### src/rtl/avg_pkg.sv
package avg_pkg;

  typedef enum logic [1:0] {
    OP_ADD   = 2'b00,
    OP_SHR   = 2'b01,
    OP_PASSB = 2'b10,
    OP_PASSA = 2'b11
  } avg_op_e;

  typedef enum logic [2:0] {
    ST_IDLE,
    ST_LOAD,
    ST_ADD,
    ST_SHIFT,
    ST_DONE
  } avg_state_e;

endpackage

### src/rtl/avg_ctrl.sv
module avg_ctrl
  import avg_pkg::*;
(
  input  logic       clk,
  input  logic       rst,
  input  logic       go,
  output logic [1:0] op,
  output logic       acc_en,
  output logic       fin
);

  avg_state_e state_q, state_d;

  always_ff @(posedge clk or posedge rst) begin
    if (rst) state_q <= ST_IDLE;
    else     state_q <= state_d;
  end

  always_comb begin
    state_d = state_q;
    op      = OP_PASSA;
    acc_en  = 1'b0;
    fin     = 1'b0;
    case (state_q)
      ST_IDLE: begin
        if (go) state_d = ST_LOAD;
      end
      ST_LOAD: begin
        op      = OP_PASSB;
        acc_en  = 1'b1;
        state_d = ST_ADD;
      end
      ST_ADD: begin
        op      = OP_ADD;
        acc_en  = 1'b1;
        state_d = ST_SHIFT;
      end
      ST_SHIFT: begin
        op      = OP_SHR;
        acc_en  = 1'b1;
        state_d = ST_DONE;
      end
      ST_DONE: begin
        fin = 1'b1;
        if (go) state_d = ST_LOAD;
      end
      default: state_d = ST_IDLE;
    endcase
  end

endmodule

### src/rtl/avg_alu.sv
module avg_alu
  import avg_pkg::*;
#(
  parameter int WIDTH = 8,
  localparam int AW = WIDTH + 1
) (
  input  logic [AW-1:0]    a,
  input  logic [WIDTH-1:0] b,
  input  logic [1:0]       op,
  output logic [AW-1:0]    y
);

  function automatic logic [AW-1:0] alu_eval(input logic [AW-1:0] fa,
                                             input logic [WIDTH-1:0] fb,
                                             input logic [1:0] fop);
    logic [AW-1:0] bx;
    bx = {1'b0, fb};
    case (fop)
      OP_ADD:   return fa + bx;
      OP_SHR:   return fa >> 1;
      OP_PASSB: return bx;
      default:  return fa;
    endcase
  endfunction

  assign y = alu_eval(a, b, op);

endmodule

### src/rtl/avg_acc.sv
module avg_acc #(
  parameter int AW = 9
) (
  input  logic          clk,
  input  logic          rst,
  input  logic          en,
  input  logic [AW-1:0] d,
  output logic [AW-1:0] q
);

  always_ff @(posedge clk or posedge rst) begin
    if (rst)     q <= '0;
    else if (en) q <= d;
  end

endmodule

### src/rtl/avg_unit.sv
module avg_unit
  import avg_pkg::*;
#(
  parameter int WIDTH = 8
) (
  input  logic             clk,
  input  logic             rst,
  input  logic             go,
  input  logic [WIDTH-1:0] data_in,
  output logic [WIDTH-1:0] result,
  output logic             fin
);

  localparam int AW = WIDTH + 1;

  logic [1:0]    alu_op;
  logic          acc_en;
  logic [AW-1:0] acc_q;
  logic [AW-1:0] alu_y;

  avg_ctrl u_ctrl (
    .clk    (clk),
    .rst    (rst),
    .go     (go),
    .op     (alu_op),
    .acc_en (acc_en),
    .fin    (fin)
  );

  avg_alu #(.WIDTH(WIDTH)) u_alu (
    .a  (acc_q),
    .b  (data_in),
    .op (alu_op),
    .y  (alu_y)
  );

  avg_acc #(.AW(AW)) u_acc (
    .clk (clk),
    .rst (rst),
    .en  (acc_en),
    .d   (alu_y),
    .q   (acc_q)
  );

  assign result = acc_q[WIDTH-1:0];

endmodule

### config.mk
export PLATFORM = sky130hd
export DESIGN_NAME = avg_unit
export DESIGN_NICKNAME = d
export VERILOG_FILES = /design/src/rtl/avg_pkg.sv /design/src/rtl/avg_ctrl.sv /design/src/rtl/avg_alu.sv /design/src/rtl/avg_acc.sv /design/src/rtl/avg_unit.sv
export SDC_FILE = /design/constraint.sdc
export NUM_CORES = 1
export LEC_CHECK = 0
export ABC_AREA = 1
export BUFFER_PORTS_ARGS = -buffer_cell sky130_fd_sc_hd__buf_4
export CORE_MARGIN = 2
export CORE_UTILIZATION = 55
export CTS_CLUSTER_DIAMETER = 80
export DETAILED_ROUTE_END_ITERATION = 8
export GPL_TIMING_DRIVEN = 0
export PLACE_DENSITY = 0.79
export SYNTH_ARGS = -nofsm -noshare
export SYNTH_HDL_FRONTEND = slang
export SYNTH_HIERARCHICAL = 1
export SYNTH_SLANG_ARGS = --single-unit
### constraint.sdc
create_clock -name clk -period 1.9 [get_ports clk]
set_input_delay 0.095 -clock clk [delete_from_list [all_inputs] [get_ports clk]]
set_output_delay 0.095 -clock clk [all_outputs]
set_load 0.005 [all_outputs]
==> summary by stage <==
STA
Static timing analysis puts the maximum clock frequency at 0.5611 GHz. Headroom to the max-slew limit came out at 0.7113. Setup violations remaining at the end of the flow were counted as 0. Of the available clock period, the critical path in the final layout requires 0.9380.

The clock period minus worst slack is 1.782 ns. Across the routed clock network, the largest skew measured is 0.006452 ns. The actual slew at the worst max-slew pin is 0.4325 ns.

The sum of negative setup slack is 0 ns. The number of hold violations in the final report is 0. The total count of max-transition violations in the final report was 0.

Logic synthesis
The netlist uses 19 different library cells. For this run, the number of Yosys warnings is 6. In this run, synthesis produced a sequential element count of 12. The synthesized netlist net count is 204. After synthesis the cells add up to 1134 µm². The share of the Yosys chip area taken by registers is 0.2649. The mean post-synth cell area is 6.161 µm². Synthesis produced a netlist whose cell count is 184.

Die
The floorplan row count is 16. The area of the die is 2440 µm². The initial utilization of the core area, before any placement, comes to 0.5778. For this design the top-level I/O count stands at 20. The die is 49.40 µm wide. The core area is 1962 µm².

From bottom edge to top edge, the die measures 49.40 µm.

Global route
Entering global routing, the biggest net connects 11 pins. The initial antenna violation count was 0. The via count of the first global-routing pass is 1068. For this run, the total global-route usage over all layers was measured as 0.2374. The global-route wire length before repair is 4588 µm.

The total overflow left after global routing is 0.

Critical path
The critical path goes through ha_2 > inv_1 > fa_2 > inv_2 > nand2_2 > nand2_4 > nand4_1 > nand2_1 > nand2_1 > nand3_1 > nand2_1 > nand2_1 > nand2_1. The largest individual stage delay along the critical path comes from the cell dfrtp_1. The worst-path maximum fanout is 4. STA classifies the critical path startpoint as a register.

In this design, the stage delay of the slowest critical-path cell is 0.40 ns. Across all register-to-register paths, the minimum setup slack is 0.12 ns. The critical path's most frequent cell is nand2_1. The data arrival time of the worst path is 1.95 ns. Data on the critical path is required at its endpoint by 2.07 ns. STA classifies the critical path endpoint as a register.

The number of buffer and inverter instances along the worst setup path is 2. The kind of cell with the highest combined delay on the critical path is simple AND/OR/NAND/NOR gates. The critical path start-end classification is register to register.

Clock tree
The clock root buffer is clkbuf_4. The count of H-tree levels built during CTS is 1. The later pin in the worst-skew pair is clocked with a latency of 0.27 ns. The worst-case clock buffer depth is 2. The clock input transition at the sequential cells of the worst setup and hold paths is 0.08 ns. TritonCTS built the clock tree. Counting the buffers created by CTS gives 3.

Buffers added to address setup during post-CTS repair amount to 0. The clock net in this run drives a total of 12 sinks.

Detailed routing
After the first detailed-routing iteration, the DRC count stood at 27. The length of the first detailed-routing pass in iterations is 5. After detailed routing, the average wire length per cell comes to 11.71 µm. After detailed routing, the number of remaining DRC violations is 0. The remaining antenna violation count after routing is 0. The total detailed-routing wirelength is 2741 µm. Detailed routing inserted a total of 1234 vias.

After detailed routing, the number of vias per cell comes to 5.274.

Place
At the end of routability-driven placement, the weighted congestion stood at 0.8486. The half-perimeter wire length after placement is 2055 µm. The cell area after placement is 1310 µm². Port buffering added 19 buffers. The count of placed standard cells including taps is 230.

Final layout
For this run, the post-layout net count is 229. The area of all placed cells without fillers is 1363 µm². The fraction of layout instances using a drive strength above 1 is 0.1787. The number of antenna diodes in the final layout is 0. Once layout is complete, the cells apart from fillers number 234.

The growth of design area from synthesis to finish is 20.20%.

Outcome
The run finished with clean final reports.

Min path
The path type of the worst min-delay path is input pin to register.

Power and ir drop
The reported leakage power is 0.8015 nW. Across the VDD grid, the largest voltage drop is 1.238 mV. The total power density per cell area is 1804 nW/µm².

Job
The count of max-cap constraint violations is 0.
## layout by cell type (no fill, tap or decap), drive strengths merged
cell type    count
nand2           84
inv             33
buf             20
nand3           16
dfrtp           12
nor2            10
ha               8
a21oi            5
nand3b           4
clkbuf           3
a22o             3
nand4            2
o21ai            2
o2111ai          2
dlygate4sd3      1
or2              1
fa               1
## final cells by class
cell class	instances	area (µm²)
Buffer	1	11.26
Clock buffer	3	22.52
Fill cell	196	599.3
Inverter	33	123.9
Multi-Input combinational cell	138	718.2
Sequential cell	12	300.3
Tap cell	27	33.78
Timing Repair Buffer	20	152.6
## synth_stat cells
master | count | share of area
a21oi_1 | 5 | 0.022
a22o_1 | 3 | 0.023
buf_6 | 1 | 0.0099
dfrtp_1 | 12 | 0.26
fa_1 | 1 | 0.018
ha_1 | 8 | 0.088
inv_1 | 30 | 0.099
inv_2 | 3 | 0.0099
nand2_1 | 83 | 0.27
nand2_2 | 1 | 0.0055
nand3_1 | 16 | 0.071
nand3b_1 | 4 | 0.026
nand4_1 | 2 | 0.011
nor2_1 | 7 | 0.023
nor2_2 | 2 | 0.011
nor2_4 | 1 | 0.0099
o2111ai_1 | 2 | 0.015
o21ai_0 | 2 | 0.0088
or2_4 | 1 | 0.0077
## worst paths after layout
path / cells past startpoint / endpoint / from
min in group asynchronous: 3 / u_ctrl/state_q[2] / rst
hold reg to reg: 1 / u_ctrl/state_q[0] / u_ctrl/state_q[0]
max in group asynchronous: 3 / u_acc/q[2] / rst
hold / removal: 4 / u_ctrl/state_q[2] / go
setup / recovery: 13 / u_acc/q[8] / u_acc/q[0]
setup reg to reg: 13 / u_acc/q[8] / u_acc/q[0]
## power breakdown
group,switching (W),leakage [nW],total (W),internal [W]
Sequential,0.000131,0.153,0.000510,0.000380
Clock,0.0000855,0.0138,0.000159,0.0000732
Combinational,0.00110,0.635,0.00179,0.000690
## routing by layer
metal  routed length, µm  share of wire  GRT usage  vias up
li1                    -              -          -      627
met1                1295           0.47     0.3230      576
met2                1323           0.48     0.4144       31
met3                 122          0.045    0.01840        0
met4                   0              0    0.04630        0
met5                   0              0          0        -
## worst register-to-register path: stages, from the launching register on
cell and delay (ns):
dfrtp_1 0.40, ha_2 0.19, inv_1 0.05, fa_2 0.34, inv_2 0.08, nand2_2 0.07, nand2_4 0.10, nand4_1 0.12
nand2_1 0.09, nand2_1 0.05, nand3_1 0.06, nand2_1 0.05, nand2_1 0.06, nand2_1 0.05
## state kept, by name, summed over array words and instances, names as in the netlist
signal and flops:
u_acc/q 9, u_ctrl/state_q 3
## metrics by stage
stage	utilization	setup WS, ns	total power, W	hold WS, ns
after floorplan	-	0.2292	0.001765	-0.1514
after global placement	0.6677	0.07995	0.002194	-0.02034
after detailed placement	0.6677	0.03571	0.002235	-0.01013
after CTS	0.6843	0.01452	0.002403	0.08531
after global routing	0.6945	-0.02151	0.002724	0.1032
final	0.6945	0.1178	0.002459	0.08995
## kinds of logic after synthesis
| kind of cell | after synthesis | synth area share |
|---|---|---|
| AO/OA/AOI/OAI | 12 | 0.06954 |
| AND/OR/NAND/NOR | 117 | 0.4404 |
| adder cells (fa/ha/maj) | 9 | 0.1060 |
| flip-flops | 12 | 0.2649 |
| buffers and inverters | 34 | 0.1192 |
## timing repair
action                     4_1_cts  5_1_grt
gates resized for setup          0        7
hold buffers                     1        0
hold endpoints to repair        12        0
setup endpoints to repair        0        3
(Power assumes the default switching activity.)
